## config.mk

```make
export PLATFORM = sky130hd
export DESIGN_NAME = sdinit_seq
export DESIGN_NICKNAME = d
export VERILOG_FILES = /design/src/rtl/sdinit_pkg.sv /design/src/rtl/sdinit_step_rom.sv /design/src/rtl/sdinit_gap_timer.sv /design/src/rtl/sdinit_seq.sv
export SDC_FILE = /design/constraint.sdc
export NUM_CORES = 1
export LEC_CHECK = 0
export BUFFER_PORTS_ARGS = -buffer_cell sky130_fd_sc_hd__buf_2
export CAP_MARGIN = 20
export CORE_MARGIN = 5
export CORE_UTILIZATION = 40
export CTS_BUF_LIST = sky130_fd_sc_hd__clkbuf_16
export DETAILED_ROUTE_END_ITERATION = 10
export PLACE_DENSITY_LB_ADDON = 0.12
export RECOVER_POWER = 50
export SYNTH_ARGS = -nofsm -noshare
export SYNTH_HDL_FRONTEND = slang
export SYNTH_SLANG_ARGS = --single-unit
export TNS_END_PERCENT = 5
```

## constraint.sdc

```tcl
create_clock -name clk -period 2.6 [get_ports clk]
set_input_delay 0.26 -clock clk [delete_from_list [all_inputs] [get_ports clk]]
set_output_delay 0.26 -clock clk [all_outputs]
set_load 0.03 [all_outputs]
```

## src/rtl/sdinit_pkg.sv

```systemverilog
package sdinit_pkg;

    typedef enum logic [1:0] {
        MEM_SDR   = 2'd0,
        MEM_DDR   = 2'd1,
        MEM_LPDDR = 2'd2,
        MEM_DDR2  = 2'd3
    } mem_kind_e;

    typedef enum logic [3:0] {
        OP_CKE_UP,
        OP_PRE_ALL,
        OP_XREG3,
        OP_XREG2,
        OP_XREG1,
        OP_MODE_DLL,
        OP_REFRESH,
        OP_MODE_RUN,
        OP_CAL_DEF,
        OP_CAL_EXIT
    } init_op_e;

    typedef enum logic [1:0] {
        GAP_NONE,
        GAP_CKE,
        GAP_MODE,
        GAP_REF
    } gap_e;

    typedef enum logic [1:0] {
        PH_ISSUE,
        PH_GAP,
        PH_DONE
    } seq_phase_e;

    typedef struct packed {
        logic cs_n;
        logic ras_n;
        logic cas_n;
        logic we_n;
    } cmd_pins_t;

    localparam cmd_pins_t PINS_NOP  = 4'b1111;
    localparam cmd_pins_t PINS_PRE  = 4'b0010;
    localparam cmd_pins_t PINS_LOAD = 4'b0000;
    localparam cmd_pins_t PINS_REF  = 4'b0001;

    function automatic int unsigned script_len(mem_kind_e k);
        case (k)
            MEM_SDR:  return 7;
            MEM_DDR2: return 12;
            default:  return 8;
        endcase
    endfunction

    function automatic init_op_e script_op(mem_kind_e k, int unsigned idx);
        init_op_e op;
        case (k)
            MEM_DDR2: begin
                case (idx)
                    0:       op = OP_CKE_UP;
                    1:       op = OP_PRE_ALL;
                    2:       op = OP_XREG3;
                    3:       op = OP_XREG2;
                    4:       op = OP_XREG1;
                    5:       op = OP_MODE_DLL;
                    6:       op = OP_PRE_ALL;
                    7:       op = OP_REFRESH;
                    8:       op = OP_REFRESH;
                    9:       op = OP_MODE_RUN;
                    10:      op = OP_CAL_DEF;
                    default: op = OP_CAL_EXIT;
                endcase
            end
            MEM_SDR: begin
                case (idx)
                    0:       op = OP_CKE_UP;
                    1:       op = OP_PRE_ALL;
                    2:       op = OP_MODE_DLL;
                    3:       op = OP_PRE_ALL;
                    4:       op = OP_REFRESH;
                    5:       op = OP_REFRESH;
                    default: op = OP_MODE_RUN;
                endcase
            end
            default: begin
                case (idx)
                    0:       op = OP_CKE_UP;
                    1:       op = OP_PRE_ALL;
                    2:       op = OP_XREG1;
                    3:       op = OP_MODE_DLL;
                    4:       op = OP_PRE_ALL;
                    5:       op = OP_REFRESH;
                    6:       op = OP_REFRESH;
                    default: op = OP_MODE_RUN;
                endcase
            end
        endcase
        return op;
    endfunction

    function automatic gap_e op_gap(init_op_e op);
        case (op)
            OP_CKE_UP:               return GAP_CKE;
            OP_MODE_DLL, OP_MODE_RUN: return GAP_MODE;
            OP_REFRESH:              return GAP_REF;
            default:                 return GAP_NONE;
        endcase
    endfunction

    function automatic cmd_pins_t op_pins(init_op_e op);
        case (op)
            OP_CKE_UP:  return PINS_NOP;
            OP_PRE_ALL: return PINS_PRE;
            OP_REFRESH: return PINS_REF;
            default:    return PINS_LOAD;
        endcase
    endfunction

    function automatic int unsigned burst_log2(mem_kind_e k, int unsigned phases);
        int unsigned bl;
        bl = (k == MEM_SDR) ? phases : 2 * phases;
        return $clog2(bl);
    endfunction

endpackage

```

## src/rtl/sdinit_step_rom.sv

```systemverilog
module sdinit_step_rom
    import sdinit_pkg::*;
#(
    parameter mem_kind_e MEM_KIND = MEM_DDR2,
    parameter int CAS_LAT  = 3,
    parameter int PHASES   = 2,
    parameter int ADDR_W   = 13,
    parameter int BANK_W   = 2,
    localparam int LEN     = script_len(MEM_KIND),
    localparam int IDX_W   = $clog2(LEN)
) (
    input  logic [IDX_W-1:0]  idx,
    output init_op_e          op,
    output cmd_pins_t         pins,
    output logic [ADDR_W-1:0] addr,
    output logic [BANK_W-1:0] bank,
    output gap_e              gap,
    output logic              last
);
    localparam int WR_FIELD  = (MEM_KIND == MEM_DDR2) ? (2 << 9) : 0;
    localparam int MODE_BASE = int'(burst_log2(MEM_KIND, PHASES)) + (CAS_LAT << 4) + WR_FIELD;
    localparam int DLL_BIT   = 1 << 8;
    localparam int CAL_DEF   = 7 << 7;
    localparam int A10       = 1 << 10;
    localparam int XREG1_BA  = (MEM_KIND == MEM_LPDDR) ? 2 : 1;

    always_comb begin
        op   = script_op(MEM_KIND, int'(idx));
        pins = op_pins(op);
        gap  = op_gap(op);
        last = (idx == IDX_W'(LEN - 1));
        addr = '0;
        bank = '0;
        case (op)
            OP_PRE_ALL:  addr = ADDR_W'(A10);
            OP_XREG3:    bank = BANK_W'(3);
            OP_XREG2:    bank = BANK_W'(2);
            OP_XREG1:    bank = BANK_W'(XREG1_BA);
            OP_MODE_DLL: addr = ADDR_W'(MODE_BASE + DLL_BIT);
            OP_MODE_RUN: addr = ADDR_W'(MODE_BASE);
            OP_CAL_DEF: begin
                addr = ADDR_W'(CAL_DEF);
                bank = BANK_W'(1);
            end
            OP_CAL_EXIT: bank = BANK_W'(1);
            default: ;
        endcase
    end
endmodule

```

## src/rtl/sdinit_gap_timer.sv

```systemverilog
module sdinit_gap_timer
    import sdinit_pkg::*;
#(
    parameter int CKE_WAIT  = 2000,
    parameter int MODE_WAIT = 200,
    parameter int REF_WAIT  = 4,
    localparam int MAX_A    = (CKE_WAIT > MODE_WAIT) ? CKE_WAIT : MODE_WAIT,
    localparam int MAX_WAIT = (MAX_A > REF_WAIT) ? MAX_A : REF_WAIT,
    localparam int CNT_W    = $clog2(MAX_WAIT + 1)
) (
    input  logic clk,
    input  logic rst,
    input  logic load,
    input  gap_e gap,
    output logic gap_zero,
    output logic final_tick
);
    logic [CNT_W-1:0] cnt;
    logic [CNT_W-1:0] span;

    always_comb begin
        case (gap)
            GAP_CKE:  span = CNT_W'(CKE_WAIT);
            GAP_MODE: span = CNT_W'(MODE_WAIT);
            GAP_REF:  span = CNT_W'(REF_WAIT);
            default:  span = '0;
        endcase
    end

    assign gap_zero   = (span == '0);
    assign final_tick = (cnt == CNT_W'(1));

    always_ff @(posedge clk) begin
        if (rst)
            cnt <= '0;
        else if (load)
            cnt <= span;
        else if (cnt != '0)
            cnt <= cnt - CNT_W'(1);
    end
endmodule

```

## src/rtl/sdinit_seq.sv

```systemverilog
module sdinit_seq
    import sdinit_pkg::*;
#(
    parameter mem_kind_e MEM_KIND = MEM_DDR2,
    parameter int CAS_LAT   = 3,
    parameter int PHASES    = 2,
    parameter int ADDR_W    = 13,
    parameter int BANK_W    = 2,
    parameter int CKE_WAIT  = 2000,
    parameter int MODE_WAIT = 200,
    parameter int REF_WAIT  = 4
) (
    input  logic              clk,
    input  logic              rst,
    output logic              cke,
    output logic              cs_n,
    output logic              ras_n,
    output logic              cas_n,
    output logic              we_n,
    output logic [ADDR_W-1:0] addr,
    output logic [BANK_W-1:0] bank,
    output logic              done
);
    localparam int LEN   = script_len(MEM_KIND);
    localparam int IDX_W = $clog2(LEN);

    seq_phase_e        phase;
    logic [IDX_W-1:0]  idx;
    init_op_e          step_op;
    cmd_pins_t         step_pins;
    logic [ADDR_W-1:0] step_addr;
    logic [BANK_W-1:0] step_bank;
    gap_e              step_gap;
    logic              step_last;
    logic              gap_zero;
    logic              final_tick;
    cmd_pins_t         pins_q;

    sdinit_step_rom #(
        .MEM_KIND(MEM_KIND), .CAS_LAT(CAS_LAT), .PHASES(PHASES),
        .ADDR_W(ADDR_W), .BANK_W(BANK_W)
    ) u_rom (
        .idx(idx), .op(step_op), .pins(step_pins), .addr(step_addr),
        .bank(step_bank), .gap(step_gap), .last(step_last)
    );

    sdinit_gap_timer #(
        .CKE_WAIT(CKE_WAIT), .MODE_WAIT(MODE_WAIT), .REF_WAIT(REF_WAIT)
    ) u_timer (
        .clk(clk), .rst(rst), .load(phase == PH_ISSUE), .gap(step_gap),
        .gap_zero(gap_zero), .final_tick(final_tick)
    );

    always_ff @(posedge clk) begin
        if (rst) begin
            phase  <= PH_ISSUE;
            idx    <= '0;
            cke    <= 1'b0;
            pins_q <= PINS_NOP;
            addr   <= '0;
            bank   <= '0;
            done   <= 1'b0;
        end else begin
            case (phase)
                PH_ISSUE: begin
                    pins_q <= step_pins;
                    addr   <= step_addr;
                    bank   <= step_bank;
                    if (step_op == OP_CKE_UP)
                        cke <= 1'b1;
                    if (!gap_zero)
                        phase <= PH_GAP;
                    else if (step_last)
                        phase <= PH_DONE;
                    else
                        idx <= idx + IDX_W'(1);
                end
                PH_GAP: begin
                    pins_q <= PINS_NOP;
                    addr   <= '0;
                    bank   <= '0;
                    if (final_tick) begin
                        if (step_last) begin
                            phase <= PH_DONE;
                        end else begin
                            phase <= PH_ISSUE;
                            idx   <= idx + IDX_W'(1);
                        end
                    end
                end
                default: begin
                    pins_q <= PINS_NOP;
                    addr   <= '0;
                    bank   <= '0;
                    done   <= 1'b1;
                end
            endcase
        end
    end

    assign cs_n  = pins_q.cs_n;
    assign ras_n = pins_q.ras_n;
    assign cas_n = pins_q.cas_n;
    assign we_n  = pins_q.we_n;
endmodule

```

# Word level (Yosys, flattened, before mapping)
# Memories as Yosys holds them, arrays and structs flattened. A register that Yosys moved wholly into a read port is not among the register bits.
# Index checks and enable logic that the tools add are counted.
totals:
  regBits: 38
  latch_bits: 0
  ramBits: 0
  rom_bits: 64
  inputBits: 2
  output_inout_bits: 21
  wordCells: 64
  memories: 1
mem_list:
  columns: ["memory", "words", "word_bits", "read_ports", "rd_ports_with_merged_regs", "write_ports", "line", "text"]
  rows:
  - ["(no name shown)", 16, 4, 1, 1, 0, "sdinit_pkg.sv:60", "case (idx)"]
op_classes:
  addsub: 2
  n_mul: 0
  div_mod_pow: 0
  order_cmp: 0
  eq_ne: 18
  shift: 0
  n_mux: 18
  bitwise_logic: 1
  n_reduce_logical: 13
op_table:
  columns: ["cell", "count"]
  rows:
  - ["11-bit one-hot mux with 4 select lines", 1]
  - ["11-bit one-hot mux with 3 select lines", 1]
  - ["11-bit 2-to-1 mux", 2]
  - ["4-bit 2-to-1 mux", 5]
  - ["4-bit by 3-bit equality test with 1-bit output, second input constant", 4]
  - ["4-bit equality test, second input constant", 3]
  - ["2-bit one-hot mux with 3 select lines", 2]
  - ["4-bit one-hot mux with 3 select lines", 1]
  - ["11-bit by 1-bit equality test with 1-bit output, second input constant", 1]
  - ["11-bit logical NOT", 1]
  - ["11-bit nonzero test", 1]
  - ["11-bit by 1-bit subtractor with 11-bit output, second input constant", 1]
  - ["4-bit by 2-bit equality test with 1-bit output, second input constant", 2]
  - ["2-bit 2-to-1 mux", 4]
  - ["4-bit one-hot mux with 2 select lines", 1]
  - ["3-bit AND reduction", 2]
  - ["2-bit OR reduction", 3]
  - ["4-bit by 1-bit adder with 4-bit output, second input constant", 1]
  - ["2-bit by 1-bit equality test with 1-bit output, second input constant", 2]
  - ["2-bit equality test, second input constant", 2]
  - ["4-bit by 1-bit equality test with 1-bit output, second input constant", 1]
  - ["4-bit logical NOT", 1]
  - ["2-bit != test, second input constant", 2]
  - ["2-bit one-hot mux with 2 select lines", 1]
  - ["other kinds (6)", 7]

# Depth between registers and ports, before layout
logic_depth:
  ltp_word: 10
  mapped_depth: 11
  ltp_nobuf: 11

# Cells and area by module
# A second synthesis with hierarchy kept.
hier_totals:
  hier_cells: 206
  area_unflattened_um2: 1851.8
by_module_without_submodules:
  columns: ["module", "instances", "cells_each", "area_each_um2", "seq_area_each_um2"]
  rows:
  - ["sdinit_seq", 1, 81, 877.1, 540.5]
  - ["sdinit_gap_timer", 1, 76, 649.4, 220.2]
  - ["sdinit_step_rom", 1, 49, 325.3, 0.0]

# Least setup slack after synthesis
# Ideal clock, no wire load.
synth_timing:
  kind: "register to register"
  startpoint: "reg u_rom.op[1] (netlist name)"
  endpoint: "reg u_rom.op[0] (netlist name)"
  setup_time_ns: 0.115
  arrival_time_ns: 2.334
  required_time_ns: 2.485
  setup_slack_ns: 0.152
  stages_incl_launch_ff: 12
  n_path_buf: 0
  period_less_slack_ns: 2.448
  cell_sequence: "dfxtp_1 xor2_1 or3_1 ha_1 nor3b_1 a31oi_4 or3_2 a21oi_1 inv_1 ha_1 nand3_1 o21a_1"
synth_between:
  elab_chain_cells: 10
  word_cells_on_any_way: 15
  cone_classes: "7 x eq/ne; 4 x mux; 4 x reduce/logical"
synth_lines:
  columns: ["item", "line", "text"]
  rows:
  - ["4-bit by 3-bit equality test with 1-bit output", "sdinit_pkg.sv:103", "case (op)"]
  - ["2-bit OR reduction", "sdinit_pkg.sv:103", null]
  - ["2-bit one-hot mux with 3 select lines *", "sdinit_pkg.sv:103", null]
  - ["2-bit equality test / 2-bit by 1-bit equality test with 1-bit output (equally long branches)", "sdinit_gap_timer.sv:22", "case (gap)"]
  - ["11-bit one-hot mux with 3 select lines *", "sdinit_gap_timer.sv:22", null]
  - ["11-bit logical NOT *", "sdinit_gap_timer.sv:30", "assign gap_zero = (span == '0);"]
  - ["2-bit != test (no source line) *", null, null]
  - ["3-bit AND reduction (no source line) *", null, null]
  - ["4-bit 2-to-1 mux (no source line) * (2 in a row)", null, null]
# Every way passes the cells marked *; elsewhere a longest branch is shown, timed or not.
# A chain may end at the register's enable or synchronous reset.

# Worst setup path after layout
layout_timing:
  startpoint: "reg u_rom.op[1] (netlist name)"
  endpoint: "reg u_rom.op[0] (netlist name)"
layout_between:
  elab_chain_cells: 10
  word_cells_on_any_way: 15
  cone_classes: "7 x eq/ne; 4 x mux; 4 x reduce/logical"
layout_lines:
  columns: ["item", "line"]
  rows:
  - ["4-bit by 3-bit equality test with 1-bit output", "sdinit_pkg.sv:103"]
  - ["2-bit OR reduction", "sdinit_pkg.sv:103"]
  - ["2-bit one-hot mux with 3 select lines *", "sdinit_pkg.sv:103"]
  - ["2-bit equality test / 2-bit by 1-bit equality test with 1-bit output (equally long branches)", "sdinit_gap_timer.sv:22"]
  - ["11-bit one-hot mux with 3 select lines *", "sdinit_gap_timer.sv:22"]
  - ["11-bit logical NOT *", "sdinit_gap_timer.sv:30"]
  - ["2-bit != test (no source line) *", null]
  - ["3-bit AND reduction (no source line) *", null]
  - ["4-bit 2-to-1 mux (no source line) * (2 in a row)", null]
# Marked as above.

==> summary.md <==
| Metric | Value |
|---|---|
| Die Ht | `73.5 um` |
| Starting density of the core | `about two fifths` |
| Arr. time, crit path | `2.65 ns` |
| RSZ-0062 raised after global routing | `false` |
| Nets@finish | `208` |
| Status | `completed` |
| Tmin final | `2.44 ns` |
| Initial antenna violation count | `0` |
| Most used cell along the critical path | `ha_1` |
| Remaining DRCs | `0` |
| Crit start category | `flop` |
| Post-route insts no fill | `247` |
| Synth area leader | `dfxtp_1` |
| Final worst-path cycle share | `~94%` |
| Share of cells above drive strength 1 | `12.2%` |
| Critical Path End Type | `flop` |
| Core area | `0.00397 mm^2` |
| Cell count after synthesis | `177` |
| Post-DP HPWL | `2.29 mm` |
| Hold WC Path Type | `primary input to flop` |
| Final Slew Violations | `0` |
| CP max FO | `7` |
| Setup Skew | `~0.0037 ns` |
| CTS Buf Count | `5` |
| Synth Area per Inst | `9.13 um^2` |
| Clk_lat worst skew | `~0.27 ns` |
| Congestion Overflow GR | `0` |
| Pwr Total | `1.24 mW` |
| Fin. Hold Viols | `0` |
| IO Pins | `23` |
| Leakage | `0.762 nW` |
| Slew headroom | `56.7%` |
| Synthesized area | `approximately 0.0016 mm^2` |
| Post-CTS setup buffer count | `0` |
| F_max | `410 MHz` |
| Max Cap Viol | `0` |
| First-pass GRT wire length | `5.36 mm` |
| Async S/R FF share, synth | `0%` |
| Post-route ant nets | `0` |
| Synthesized flop and latch total | `32` |
| Req. time, crit path | `roughly 2.8 ns` |
| PwrDens | `between 600 and 700 mW/mm^2` |
| Synth cell types | `43` |
| Rows | `23` |
| Ys Warns | `0` |
| Worst reg2reg setup slack | `roughly 0.16 ns` |
| Post-synth top flop | `dfxtp_1` |
| Slowest stage delay, CP | `0.35 ns` |
| Most frequent cell after synthesis | `dfxtp_1` |
| Setup TNS | `0 ns` |
| CP Class | `flop to flop` |
| Initial DRC Count | `a little over 70` |
| Cell chain of the critical path | `xor2_1 -> or3_1 -> ha_1 -> nor3b_2 -> a31oi_4 -> o21ai_0 -> a21oi_4 -> ha_1 -> nand3_1 -> o21a_1` |
| Setup violations, final | `0` |
| EDFF count, synth | `0` |
| Clock sink count | `32` |
| Die width | `73.5 um` |
| H-Tree Depth | `2` |
| Clock tree buffer depth | `2` |
| VDD IR max | `0.000294 V` |
| Average routed wire per standard cell | `approximately 13 um` |
| Clock transition at the registers of the reported paths | `0.05 ns` |
| CTS tree | `built` |
| Placer Congestion | `0.741` |
| Diodes inserted | `0` |
| Via count | `1232` |
| Root Buffer | `clkbuf_16` |
| Die Area | `0.00541 mm^2` |
| PortBufs | `16` |
| CP max-delay cell | `dfxtp_1` |
| Yosys top cell area share | `39.7%` |
| Measured slew at the worst slew-check pin | `0.650 ns` |
| Synth area leaders | `dfxtp_1 40%, ha_1 7.7%, nor2_1 4.9%, a21oi_1 4.6%, buf_4 4.6%` |
| Initial DRT Pass Iterations | `4` |
| All-Layer GR Usage | `12.8%` |
| Area grow syn2layout | `14.3%` |
| DR vias/cell | `around 5` |
| Via count of the first global-routing pass | `1209` |
| Sequential share of the synthesized area | `between 30% and 40%` |
| Most frequent cells after synthesis | `32 x dfxtp_1, 21 x nor2_1, 15 x a21oi_1` |
| Largest net degree at the start of global routing | `22` |
| Placed instance count | `239` |
| DRT Wirelength | `~3.1 mm` |
cell families after synthesis:
group | count (synthesis) | synth area share, %
AND/OR/NAND/NOR | 67 | 24.2
other | 1 | 0.232
buffers and inverters | 23 | 7.75
adder cells (fa/ha/maj) | 10 | 7.75
flip-flops | 32 | 39.7
multiplexers | 2 | 1.24
AO/OA/AOI/OAI | 34 | 14.9
XOR/XNOR | 8 | 4.34
flip-flops by register name, summed over array words and instances (netlist names):
| signal | flops |
|---|---|
| done | 1 |
| cke | 1 |
| phase | 2 |
| cs_n | 1 |
| u_timer.cnt | 11 |
| bank | 2 |
| we_n | 1 |
| cas_n | 1 |
| addr | 4 |
| idx | 4 |
| u_rom.op | 4 |
stage by stage:
step | util, % | cell area (um^2) | setup WS (ns) | hold slack [ns]
2_1_floorplan | - | 1630 | 0.152 | 0.492
3_3_place_gp | 43.3 | 1720 | 0.134 | 0.452
3_5_place_dp | 43.3 | 1720 | 0.0859 | 0.462
4_1_cts | 46.7 | 1860 | 0.0657 | 0.409
5_1_grt | 46.5 | 1850 | 0.00239 | 0.431
6_report | 46.5 | 1850 | 0.163 | 0.406
critical path, delay by kind of cell (launching register included):
| family | cells | cell delay [ns] |
|---|---|---|
| flops | 1 | 0.35 |
| fa+ha+maj | 2 | 0.48 |
| compound gates | 4 | 0.82 |
| xor+xnor | 1 | 0.17 |
| simple gates | 3 | 0.57 |
cell usage in the layout (no fill, tap or decap), types with 2 or more instances in the layout:
cell type	count
dfxtp_1	32
ha_1	10
a21oi_1	14
o21bai_1	2
nor3_1	5
clkbuf_16	5
inv_1	12
conb_1	6
xor2_1	7
a21oi_4	2
nor4_1	2
nand2_1	9
or3_1	3
nor2_1	21
buf_4	4
nor3b_1	2
nor4_4	2
a21o_1	2
nand3_1	9
o21ai_0	5
clkbuf_1	15
mux2i_1	2
area by class of cell:
type,instances,area [um^2]
clock buffer,5,125
tap,50,62.6
clock inverter,3,11.3
sequential,32,641
timing repair buffer,20,91.3
fill,399,2130
multi-input combinational,127,877
inverter,10,37.5
final timing paths:
| check | from | endpoint | depth (start not counted) |
|---|---|---|---|
| max | u_rom.op[1]$_DFF_P_ | u_rom.op[0]$_DFF_P_ | 10 |
| min | rst | done$_SDFFE_PP0N_ | 2 |
| max reg2reg | u_rom.op[1]$_DFF_P_ | u_rom.op[0]$_DFF_P_ | 10 |
| min reg2reg | done$_SDFFE_PP0N_ | done$_SDFFE_PP0N_ | 2 |
repair_timing:
item / in CTS / in global routing
hold buffers: 0 / 0
endpoints found under the setup margin: 0 / 3
resized for setup: 0 / 2
routing by layer:
metal / GRT usage [%] / vias up / share of wire, %
met5: 0 / - / 0
met2: 19.6 / 22 / 45
met1: 16.2 / 564 / 47
met3: 4.24 / 6 / 5.3
met4: 5.84 / 0 / 2.0
li1: - / 640 / -
power breakdown:
part	switching, mW	leakage (nW)	total (mW)	internal, mW
Sequential	0.0314	0.261	0.546	0.514
Clock	0.192	0.0738	0.535	0.343
Combinational	0.0972	0.427	0.158	0.0605
Total	0.321	0.762	1.24	0.918
Note: power is estimated with default switching activity, not from simulation.
